[src/rtl/frx_pkg.sv]
`timescale 1ns/1ps
package frx_pkg;

    typedef enum logic [1:0] {
        KIND_DATA = 2'd0,
        KIND_CFG  = 2'd1,
        KIND_RESP = 2'd2
    } kind_e;

    typedef enum logic [1:0] {
        ST_HUNT = 2'd0,
        ST_TYPE = 2'd1,
        ST_BODY = 2'd2
    } st_e;

    localparam logic [7:0]  SC_DATA     = 8'h3D;
    localparam logic [7:0]  SC_CFG      = 8'h23;
    localparam logic [7:0]  SC_RESP     = 8'h21;
    localparam logic [7:0]  PT_SET_TIME = 8'h01;
    localparam logic [15:0] CRC_SEED    = 16'hFFFF;
    localparam logic [15:0] CRC_POLY    = 16'h1021;

    typedef struct packed {
        logic [7:0] code;
        logic [7:0] len;
    } len_ent_t;

    localparam int LEN_ENTRIES = 5;
    localparam len_ent_t LEN_TAB [LEN_ENTRIES] = '{
        '{code: 8'h01, len: 8'd8},
        '{code: 8'h02, len: 8'd4},
        '{code: 8'h03, len: 8'd12},
        '{code: 8'h06, len: 8'd0},
        '{code: 8'h15, len: 8'd0}
    };

    function automatic logic [15:0] crc16_byte(input logic [15:0] crc_in, input logic [7:0] b);
        logic [15:0] c;
        logic        fb;
        c = crc_in;
        for (int i = 7; i >= 0; i--) begin
            fb = c[15] ^ b[i];
            c  = {c[14:0], 1'b0} ^ (fb ? CRC_POLY : 16'h0000);
        end
        return c;
    endfunction

    function automatic logic [1:0] kind_of(input logic [7:0] code);
        if (code == SC_DATA)     return KIND_DATA;
        else if (code == SC_CFG) return KIND_CFG;
        else                     return KIND_RESP;
    endfunction

endpackage

[src/rtl/frx_len_table.sv]
`timescale 1ns/1ps
module frx_len_table
    import frx_pkg::*;
(
    input  logic [7:0] ptype,
    output logic       known,
    output logic [7:0] exp_len
);
    always_comb begin
        known   = 1'b0;
        exp_len = 8'd0;
        for (int e = 0; e < LEN_ENTRIES; e++) begin
            if (LEN_TAB[e].code == ptype) begin
                known   = 1'b1;
                exp_len = LEN_TAB[e].len;
            end
        end
    end
endmodule

[src/rtl/frx_timeout.sv]
`timescale 1ns/1ps
module frx_timeout #(
    parameter int TIMEOUT = 1000
) (
    input  logic clk,
    input  logic rst_n,
    input  logic active,
    input  logic kick,
    output logic expire
);
    localparam int CW = $clog2(TIMEOUT + 1);

    logic [CW-1:0] cnt_d, cnt_q;

    always_comb begin
        cnt_d  = cnt_q;
        expire = 1'b0;
        if (!active || kick) begin
            cnt_d = '0;
        end else if (cnt_q == CW'(TIMEOUT - 1)) begin
            expire = 1'b1;
            cnt_d  = '0;
        end else begin
            cnt_d = cnt_q + 1'b1;
        end
    end

    always_ff @(posedge clk or negedge rst_n) begin
        if (!rst_n) cnt_q <= '0;
        else        cnt_q <= cnt_d;
    end

    assert_cnt_bound_R8: assert property (@(posedge clk) disable iff (!rst_n)
        cnt_q < CW'(TIMEOUT));

    assert_idle_clear_R8: assert property (@(posedge clk) disable iff (!rst_n)
        !active |=> cnt_q == '0);
endmodule

[src/rtl/frx_time_decode.sv]
`timescale 1ns/1ps
module frx_time_decode #(
    parameter int PW = 5
) (
    input  logic          clk,
    input  logic          rst_n,
    input  logic          emit_valid,
    input  logic [PW-1:0] emit_idx,
    input  logic [7:0]    emit_byte,
    input  logic          fin,
    input  logic          fin_set_ok,
    output logic          time_valid,
    output logic [11:0]   year,
    output logic [7:0]    month,
    output logic [7:0]    day,
    output logic [7:0]    hour,
    output logic [7:0]    minute,
    output logic [7:0]    second
);
    typedef struct packed {
        logic [7:0][7:0] stg;
        logic            tv;
        logic [11:0]     yr;
        logic [7:0]      mo;
        logic [7:0]      dy;
        logic [7:0]      hr;
        logic [7:0]      mi;
        logic [7:0]      se;
    } td_t;

    td_t d, q;

    always_comb begin
        d    = q;
        d.tv = 1'b0;
        if (emit_valid && (int'(emit_idx) < 8)) begin
            d.stg[emit_idx[2:0]] = emit_byte;
        end
        if (fin && fin_set_ok) begin
            d.tv = 1'b1;
            d.yr = 12'd2000 + {4'b0000, d.stg[1]};
            d.mo = d.stg[2];
            d.dy = d.stg[3];
            d.hr = d.stg[5];
            d.mi = d.stg[6];
            d.se = d.stg[7];
        end
    end

    always_ff @(posedge clk or negedge rst_n) begin
        if (!rst_n) q <= '0;
        else        q <= d;
    end

    assign time_valid = q.tv;
    assign year       = q.yr;
    assign month      = q.mo;
    assign day        = q.dy;
    assign hour       = q.hr;
    assign minute     = q.mi;
    assign second     = q.se;

    assert_time_from_fin_R7: assert property (@(posedge clk) disable iff (!rst_n)
        time_valid |-> $past(fin && fin_set_ok));

    assert_year_range_R7: assert property (@(posedge clk) disable iff (!rst_n)
        time_valid |-> (year >= 12'd2000));
endmodule

[src/rtl/frame_rx.sv]
`timescale 1ns/1ps
module frame_rx
    import frx_pkg::*;
#(
    parameter int MAX_PAY = 16,
    parameter int TIMEOUT = 1000,
    localparam int PW     = $clog2(MAX_PAY + 1)
) (
    input  logic          clk,
    input  logic          rst_n,
    input  logic          in_valid,
    input  logic [7:0]    in_byte,
    input  logic          in_eof,
    output logic          frame_done,
    output logic          frame_ok,
    output logic [1:0]    frame_kind,
    output logic [7:0]    param_type,
    output logic [PW-1:0] pay_len,
    output logic          pay_valid,
    output logic [PW-1:0] pay_idx,
    output logic [7:0]    pay_byte,
    output logic          resp_req,
    output logic          resp_ack,
    output logic          frame_abort,
    output logic          time_valid,
    output logic [11:0]   time_year,
    output logic [7:0]    time_month,
    output logic [7:0]    time_day,
    output logic [7:0]    time_hour,
    output logic [7:0]    time_min,
    output logic [7:0]    time_sec
);
    typedef struct packed {
        st_e           st;
        logic [1:0]    kind;
        logic [7:0]    ptype;
        logic [15:0]   crc;
        logic [1:0]    hcnt;
        logic [7:0]    h_old;
        logic [7:0]    h_new;
        logic [PW-1:0] plen;
        logic          ovf;
        logic          done;
        logic          ok;
        logic [1:0]    o_kind;
        logic [7:0]    o_ptype;
        logic [PW-1:0] o_len;
        logic          pv;
        logic [PW-1:0] pidx;
        logic [7:0]    pbyte;
        logic          rreq;
        logic          rack;
        logic          abort;
    } rx_t;

    rx_t d, q;

    logic       tmo_expire;
    logic [7:0] lookup_type;
    logic       len_known;
    logic [7:0] len_exp;
    logic       emit_valid;
    logic       fin;
    logic       fin_set;
    logic       frame_good;

    assign lookup_type = (q.st == ST_TYPE && in_valid) ? in_byte : q.ptype;

    frx_len_table u_len (
        .ptype   (lookup_type),
        .known   (len_known),
        .exp_len (len_exp)
    );

    frx_timeout #(.TIMEOUT(TIMEOUT)) u_tmo (
        .clk    (clk),
        .rst_n  (rst_n),
        .active (q.st != ST_HUNT),
        .kick   (in_valid | in_eof),
        .expire (tmo_expire)
    );

    always_comb begin
        d          = q;
        d.done     = 1'b0;
        d.rreq     = 1'b0;
        d.pv       = 1'b0;
        d.abort    = 1'b0;
        emit_valid = 1'b0;
        fin        = 1'b0;
        fin_set    = 1'b0;

        unique case (q.st)
            ST_HUNT: begin
                if (in_valid && (in_byte == SC_DATA || in_byte == SC_CFG || in_byte == SC_RESP)) begin
                    d.st   = ST_TYPE;
                    d.kind = kind_of(in_byte);
                    d.crc  = crc16_byte(CRC_SEED, in_byte);
                    d.plen = '0;
                    d.ovf  = 1'b0;
                    d.hcnt = 2'd0;
                end
            end
            ST_TYPE: begin
                if (in_valid) begin
                    d.ptype = in_byte;
                    d.crc   = crc16_byte(q.crc, in_byte);
                    d.st    = ST_BODY;
                end
            end
            ST_BODY: begin
                if (in_valid) begin
                    if (q.hcnt == 2'd2) begin
                        // oldest held byte is now known to be payload
                        d.crc = crc16_byte(q.crc, q.h_old);
                        if (q.plen == PW'(MAX_PAY)) begin
                            d.ovf = 1'b1;
                        end else begin
                            d.pv       = 1'b1;
                            d.pidx     = q.plen;
                            d.pbyte    = q.h_old;
                            d.plen     = q.plen + 1'b1;
                            emit_valid = 1'b1;
                        end
                    end else begin
                        d.hcnt = q.hcnt + 1'b1;
                    end
                    d.h_old = q.h_new;
                    d.h_new = in_byte;
                end
            end
            default: d.st = ST_HUNT;
        endcase

        frame_good = (d.st == ST_BODY) && (d.hcnt == 2'd2) && !d.ovf
                  && (d.plen[1:0] == 2'b00) && len_known
                  && (8'(d.plen) == len_exp)
                  && (d.crc == {d.h_old, d.h_new});

        if (in_eof && d.st != ST_HUNT) begin
            d.st      = ST_HUNT;
            d.done    = 1'b1;
            d.ok      = frame_good;
            d.o_kind  = d.kind;
            d.o_ptype = d.ptype;
            d.o_len   = d.plen;
            d.rreq    = (d.kind != KIND_RESP);
            d.rack    = frame_good;
            fin       = 1'b1;
            fin_set   = frame_good && (d.kind == KIND_DATA) && (d.ptype == PT_SET_TIME);
        end else if (tmo_expire) begin
            d.st    = ST_HUNT;
            d.abort = 1'b1;
        end
    end

    always_ff @(posedge clk or negedge rst_n) begin
        if (!rst_n) q <= '0;
        else        q <= d;
    end

    frx_time_decode #(.PW(PW)) u_time (
        .clk        (clk),
        .rst_n      (rst_n),
        .emit_valid (emit_valid),
        .emit_idx   (q.plen),
        .emit_byte  (q.h_old),
        .fin        (fin),
        .fin_set_ok (fin_set),
        .time_valid (time_valid),
        .year       (time_year),
        .month      (time_month),
        .day        (time_day),
        .hour       (time_hour),
        .minute     (time_min),
        .second     (time_sec)
    );

    assign frame_done  = q.done;
    assign frame_ok    = q.ok;
    assign frame_kind  = q.o_kind;
    assign param_type  = q.o_ptype;
    assign pay_len     = q.o_len;
    assign pay_valid   = q.pv;
    assign pay_idx     = q.pidx;
    assign pay_byte    = q.pbyte;
    assign resp_req    = q.rreq;
    assign resp_ack    = q.rack;
    assign frame_abort = q.abort;

    assert_resp_with_done_R6: assert property (@(posedge clk) disable iff (!rst_n)
        resp_req |-> frame_done && frame_kind != KIND_RESP);

    assert_done_abort_excl_R8: assert property (@(posedge clk) disable iff (!rst_n)
        !(frame_done && frame_abort));

    assert_ok_len4_R5: assert property (@(posedge clk) disable iff (!rst_n)
        frame_done && frame_ok |-> pay_len[1:0] == 2'b00);

    assert_pay_bound_R9: assert property (@(posedge clk) disable iff (!rst_n)
        pay_valid |-> pay_idx < PW'(MAX_PAY));

    assert_pay_seq_R3: assert property (@(posedge clk) disable iff (!rst_n)
        pay_valid && $past(pay_valid) && pay_idx != '0 |-> pay_idx == $past(pay_idx) + 1'b1);
endmodule

[config.mk]
export PLATFORM = sky130hd
export DESIGN_NAME = frame_rx
export DESIGN_NICKNAME = d
export VERILOG_FILES = /design/src/rtl/frx_pkg.sv /design/src/rtl/frx_len_table.sv /design/src/rtl/frx_timeout.sv /design/src/rtl/frx_time_decode.sv /design/src/rtl/frame_rx.sv
export SDC_FILE = /design/constraint.sdc
export NUM_CORES = 1
export LEC_CHECK = 0
export CAP_MARGIN = 20
export CORE_MARGIN = 2
export CORE_UTILIZATION = 40
export CTS_CLUSTER_DIAMETER = 150
export DETAILED_ROUTE_END_ITERATION = 16
export DONT_BUFFER_PORTS = 1
export HOLD_SLACK_MARGIN = 0.02
export PLACE_DENSITY = 0.53
export SYNTH_ARGS = -nofsm -noshare
export SYNTH_HDL_FRONTEND = slang
export SYNTH_HIERARCHICAL = 1
export SYNTH_SLANG_ARGS = --single-unit
[constraint.sdc]
create_clock -name clk -period 8.6 [get_ports clk]
set_clock_uncertainty 0.2 [all_clocks]
set_input_delay 1.72 -clock clk [delete_from_list [all_inputs] [get_ports clk]]
set_output_delay 1.72 -clock clk [all_outputs]
set_load 0.03 [all_outputs]
# Yosys cells after proc, flatten, opt, wreduce, memory -nomap -nowiden
# Index checks and enable logic that the tools add are counted.
[word_totals]
register_bits = 212
[op_classes]
n_bitwise = 49
addsub = 4
eq_ne = 19
n_lt_le_gt_ge = 3
n_mux = 80
n_reduce_logical = 25
[ops]
columns = ["cell", "n"]
rows = [
  ["bitwise XOR 16 x 13 -> 16 bit", 23],
  ["two-way mux 13 bit", 24],
  ["bitwise mux 64 bit", 1],
  ["two-way mux 64 bit", 1],
  ["two-way mux 14 bit", 4],
  ["two-way mux 53 bit", 1],
  ["case mux 16 bit (3 select lines)", 1],
  ["two-way mux 40 bit", 1],
  ["two-way mux 16 bit", 2],
  ["demux 8 bit (select 3 bit)", 1],
  ["equality test 8 x 6 -> 1 bit, second input constant", 3],
  ["two-way mux 24 bit", 1],
  ["two-way mux 4 bit", 6],
  ["two-way mux 8 bit", 3],
  ["bitwise XOR 1 bit", 23],
  ["two-way mux 10 bit", 2],
  ["two-way mux 18 bit", 1],
  ["two-way mux 17 bit", 1],
  ["equality test 16 bit", 1],
  ["equality test 2 x 8 -> 1 bit, first input constant", 2],
  ["two-way mux 1 bit", 16],
  ["two-way mux 2 bit", 8],
  ["NOT 12 -> 15 bit", 1],
  ["logical AND 1 bit", 14],
  ["other kinds (29)", 39],
]

# Longest topological paths before layout
[depth]
word_depth = 39
ltp_mapped = 20
ltp_nobuf = 16

# Modules after synthesis
# The synthesis kept the hierarchy.
[modules_own_cells]
columns = ["mod", "cells_per_inst", "area_per_inst_um2", "n_inst"]
rows = [
  ["frame_rx", 452, 4734.5, 1],
  ["frx_time_decode", 455, 4545.6, 1],
  ["frx_timeout", 53, 505.5, 1],
  ["frx_len_table", 16, 116.4, 1],
]

# Worst setup path before layout
# Ideal clock, no wire load.
[synth_path]
kind = "input to register"
from = "input port in_valid"
to = "register u_time.q (netlist bit u_time/day[0])"
arrival_ns = 5.609
setup_slack_ns = 2.656
setup_time_ns = 0.135
path_stages = 20
path_buffers = 5
required_ns = 8.265
path_cell_list = "buf_2 > nand3b_1 > clkbuf_1 > buf_1 > mux2i_1 > inv_1 > nand2b_1 > a21o_1 > a21oi_1 > nor3b_1 > o2111ai_1 > nor4_1 > o221ai_1 > or4_4 > nor4_2 > nand2_1 > clkinv_1 > buf_2 > clkbuf_1 > a31oi_1"
[synth_via]
elab_chain_cells = 15
elab_cells_between_ends = 56
classes_between = "eq/ne: 10; mux: 29; reduce/logical: 17"
[synth_rtl]
columns = ["element", "line", "text"]
rows = [
  ["from (decl)", "frame_rx.sv:11", "input logic in_valid,"],
  ["logical AND 1 bit *", "frame_rx.sv:67", "assign lookup_type = (q.st == ST_TYPE && in_valid) ? in_byte : q.ptype;"],
  ["two-way mux 8 bit *", "frame_rx.sv:67", ""],
  ["net lookup_type[0]", "frame_rx.sv:59", "logic [7:0] lookup_type;"],
  ["equality test 1 x 8 -> 1 bit", "frx_len_table.sv:13", "if (LEN_TAB[e].code == ptype) begin"],
  ["two-way mux 1 bit (4 in a row)", "frx_len_table.sv:13", ""],
  ["two-way mux 1 bit *", "frx_len_table.sv:13", ""],
  ["net len_known", "frame_rx.sv:60", "logic len_known;"],
  ["logical AND 1 bit *", "frame_rx.sv:136", "&& (d.plen[1:0] == 2'b00) && len_known"],
  ["logical AND 1 bit *", "frame_rx.sv:137", "&& (8'(d.plen) == len_exp)"],
  ["logical AND 1 bit *", "frame_rx.sv:138", "&& (d.crc == {d.h_old, d.h_new});"],
  ["logical AND 1 bit * (2 in a row)", "frame_rx.sv:150", "fin_set = frame_good && (d.kind == KIND_DATA) && (d.ptype == PT_SET_TIME);"],
  ["two-way mux 1 bit *", "frame_rx.sv:140", "if (in_eof && d.st != ST_HUNT) begin"],
  ["net fin_set", "frame_rx.sv:64", "logic fin_set;"],
  ["logical AND 1 bit *", "frx_time_decode.sv:39", "if (fin && fin_set_ok) begin"],
  ["to (signal assigned)", "frx_time_decode.sv:51", "if (!rst_n) q <= '0;"],
  ["to (signal assigned)", "frx_time_decode.sv:52", "else q <= d;"],
  ["to (decl)", "frx_time_decode.sv:31", "td_t d, q;"],
]
# The timed path passes the listed nets; every way through them passes the cells marked *.
# A chain may end at the register's enable or synchronous reset.

# Final worst setup path
[layout_path]
from = "input port in_valid"
to = "register u_time.q (netlist bit u_time/day[7])"
# The elaborated chain is that of the path after synthesis.

==> summary.md <==
### Status
* **status** finished, final reports clean

### Detailed routing
* **post-detailed-route DRC marker count** 0
* **Vias per Instance** 5.466
* **number of nets with antenna violations after detailed routing** 0
* **final routed wire length divided by cell count** 20.21 um
* **DRC violation total after the first TritonRoute iteration** 644
* **detailed-router iteration count before antenna repair** 5
* **overall via count from detail_route** 6592
* **total wire length after detailed routing** 24380 um

### Die
* **die area** 26030 um2
* **count of pins on the block boundary** 99
* **DIE WIDTH** 161.3 um
* **vertical die dimension** 161.3 um
* **floorplan row count** 57
* **core footprint** 24320 um2
* **initial core utilization** 0.4072

### Yosys
* **Post-synth EDFFs** 0
* **number of library cell types mapped by synthesis** 77
* **dominant combinational cell family by area after synthesis** simple AND/OR/NAND/NOR gates
* **simple logic cell fraction of the synthesized area** 0.1537
* **area fraction in compound gates after synthesis** 0.1303
* **count of synthesis-stage warnings from yosys** 6
* **average cell area after synthesis** 10.15 um2
* **Syn Std Cell Area** 9902 um2
* **share of synthesized cell area in full adder, half adder and majority cells** 0.007582
* **proportion of synthesized chip area in sequential cells** 0.4928
* **most frequently used flop master after synthesis** dfrtp_1
* **Synth Register Bits** 195
* **share of synthesized area spent on multiplexers** 0.05838
* **Post-Synthesis Cells** 976
* **xor and xnor fraction of the mapped netlist area** 0.05383
* **proportion of synthesized flip-flops having asynchronous set or reset** 1.000

### Worst setup path
* **critical path cell sequence** nand3b_1 > buf_4 > o21ai_0 > or4_4 > a21oi_1 > nor3b_1 > o2111ai_1 > nor4_1 > o221ai_1 > or4_4 > nor4_2 > nand2_1 > inv_2 > buf_4 > nor2_1 > a31oi_1
* **worst-path cell with the longest stage delay** inv_2
* **worst path buffer plus inverter count** 3
* **Required @ worst endpoint** 8770 ps
* **CP delay by family, top** simple AND/OR/NAND/NOR gates
* **Critical Setup Path Class** in2reg
* **critical path launch point type** primary input
* **reg-to-reg slack, setup** 3000 ps
* **Worst Path Max Fanout** 48
* **crit path capture type** flop
* **stage delay of the slowest cell on the critical path** 640 ps
* **arrival time of data at the critical path endpoint** 6150 ps

### Global route
* **maximum number of pins on one net before global-route repair** 196
* **overall routing resource usage** 0.1962
* **number of global-route vias before repair** 6640
* **first-pass GRT wire length** 39570 um
* **Congestion Overflow GR** 0
* **number of antenna violations at the first check in global routing** 0

### Clock network
* **buffers inserted during post-CTS setup optimization** 0
* **buffer type at the clock tree root** clkbuf_16
* **CTS tree** built
* **worst-case clock buffer depth** 2
* **cts bufs inserted** 17
* **clock transition at the registers of the reported paths** 80 ps
* **worst-skew pair later-pin latency** 440 ps
* **count of H-tree levels built during CTS** 4
* **number of hold-repair buffers added at the cts stage** 0
* **clock sink count** 195
* **# resized after CTS** 0

### Layout
* **number of cells in the finished layout apart from fillers** 1206
* **Syn-to-layout area delta** 2.186%
* **share of final-layout standard cells stronger than drive strength 1** 0.1349
* **diode count** 0
* **layout net count** 887

### STA
* **Slew @ Worst Pin** 895.7 ps
* **max_slew headroom** 0.4029
* **number of hold-slack violations in the final timing report** 0
* **total setup violations reported at the end of the flow** 0
* **number of max-slew violations in the final report** 0
* **unrepaired setup endpoints after global routing** no
* **peak clock frequency supported by timing** 167.1 MHz
* **post-route clock period utilization** 0.6957
* **Sum Neg Setup Slack** 0 ps
* **minimum period implied by the final worst setup slack** 5983 ps

### Placement
* **hpwl dp** 16080 um
* **number of placed instances, taps included** 1174
* **final weighted congestion of routability-driven global placement** 0.8203
* **count of input and output buffers** 0

### Power and ir drop
* **power density cells** 198.7 nW/um2
* **maximum VDD drop** 96.32 uV
* **overall power** 2.010 mW
* **Leakage** 4.840 nW

### Job
* **maximum capacitance violations** 0

### Worst hold path
* **HP Class** reg2reg

[power breakdown]
group	internal [mW]	switching [mW]
Combinational	0.0920	0.103
Sequential	0.941	0.0400
Clock	0.407	0.428
Total	1.44	0.570
[per-layer routing]
| metal | share of wire | vias up | GRT usage |
|---|---|---|---|
| met3 | 0.061 | 23 | 0.05239 |
| met1 | 0.46 | 3302 | 0.2690 |
| met5 | 0 | - | 0 |
| li1 | - | 3109 | - |
| met2 | 0.47 | 158 | 0.3052 |
| met4 | 0.015 | 0 | 0.05966 |
[flip-flops by register name, indices dropped and copies added (netlist names), 10 cells and up]
name,count
q,52
u_time/q,48
u_time/year,11
u_tmo/cnt_q,10
[area by class of cell]
cell class / instances / area [um2]
Clock inverter: 15 / 211.5
Clock buffer: 17 / 425.4
Tap cell: 324 / 405.4
Inverter: 27 / 101.3
Sequential cell: 195 / 4880
Multi-Input combinational cell: 618 / 4020
Timing Repair Buffer: 10 / 75.07
Fill cell: 2351 / 14200
[cell usage after synthesis (all sizes together), types with 4 or more instances]
master  number  area (um2)
a211o        5       43.79
a21oi       22       110.1
a31oi       49       306.5
and2         5       31.28
and3         4       25.02
buf        118       830.8
clkbuf      23       88.84
dfrtp      195        4880
ha           6       75.07
inv         26       97.59
mux2        42       488.0
mux2i        9       90.09
nand2      103       394.1
nand3       58       300.3
nand3b       5       37.54
nand4        6       37.54
nand4b       5       43.79
nor2        70       262.8
nor3         7       50.05
nor4         9       62.56
o211ai       6       58.81
o21ai       68       381.6
o22ai        5       31.28
o31ai        5       37.54
or3          6       37.54
or4          5       45.04
xnor2       35       314.1
xor2        25       219.0
[worst min-delay path: cells and delay by family, from the launching register on]
kind	cells	cell delay (ps)
AOI/OAI and AO/OA	1	60
DFF	1	340
and+or+nand+nor	1	60
[path summary, 6_finish.rpt]
check,startpoint,endpoint,depth (start not counted)
max,in_valid,u_time/day[7],16
min,u_time/q[103],u_time/q[103],2
max reg2reg,q[85],u_time/day[7],16
min reg2reg,u_time/q[103],u_time/q[103],2
max in group asynchronous,rst_n,q[36],0
min in group asynchronous,rst_n,u_time/year[10],0
[per-stage QoR]
step	hold WS (ps)	instance area (um2)	util	setup WS (ps)
2_1_floorplan	249.8	9921	-	2656
3_3_place_gp	265.4	9482	0.3899	2295
3_5_place_dp	271.9	9482	0.3899	2192
4_1_cts	290.4	10120	0.4161	2637
5_1_grt	306.3	10120	0.4161	2192
6_report	283.3	10120	0.4161	2617
[layout by cell type (no fill, tap or decap), types with 10 or more instances in the layout]
master,netlist,layout
nand3_1,56,56
xor2_1,25,25
inv_1,25,25
nor2_1,70,70
dfrtp_1,195,195
xnor2_1,34,34
o21ai_2,11,11
o21ai_1,29,29
a21oi_1,22,22
a31oi_1,49,49
o21ai_0,28,28
mux2_2,38,38
clkbuf_16,0,17
nand2_1,102,102
buf_4,90,10
[logic make-up (layout without fill, tap and decap cells)]
family	after synthesis	in the layout
AO/OA/AOI/OAI	193	193
XOR/XNOR	60	60
adder cells (fa/ha/maj)	6	6
buffers and inverters	168	69
flip-flops	195	195
multiplexers	51	51
other	1	6
AND/OR/NAND/NOR	302	302
Power figures use the tool's default switching activity.
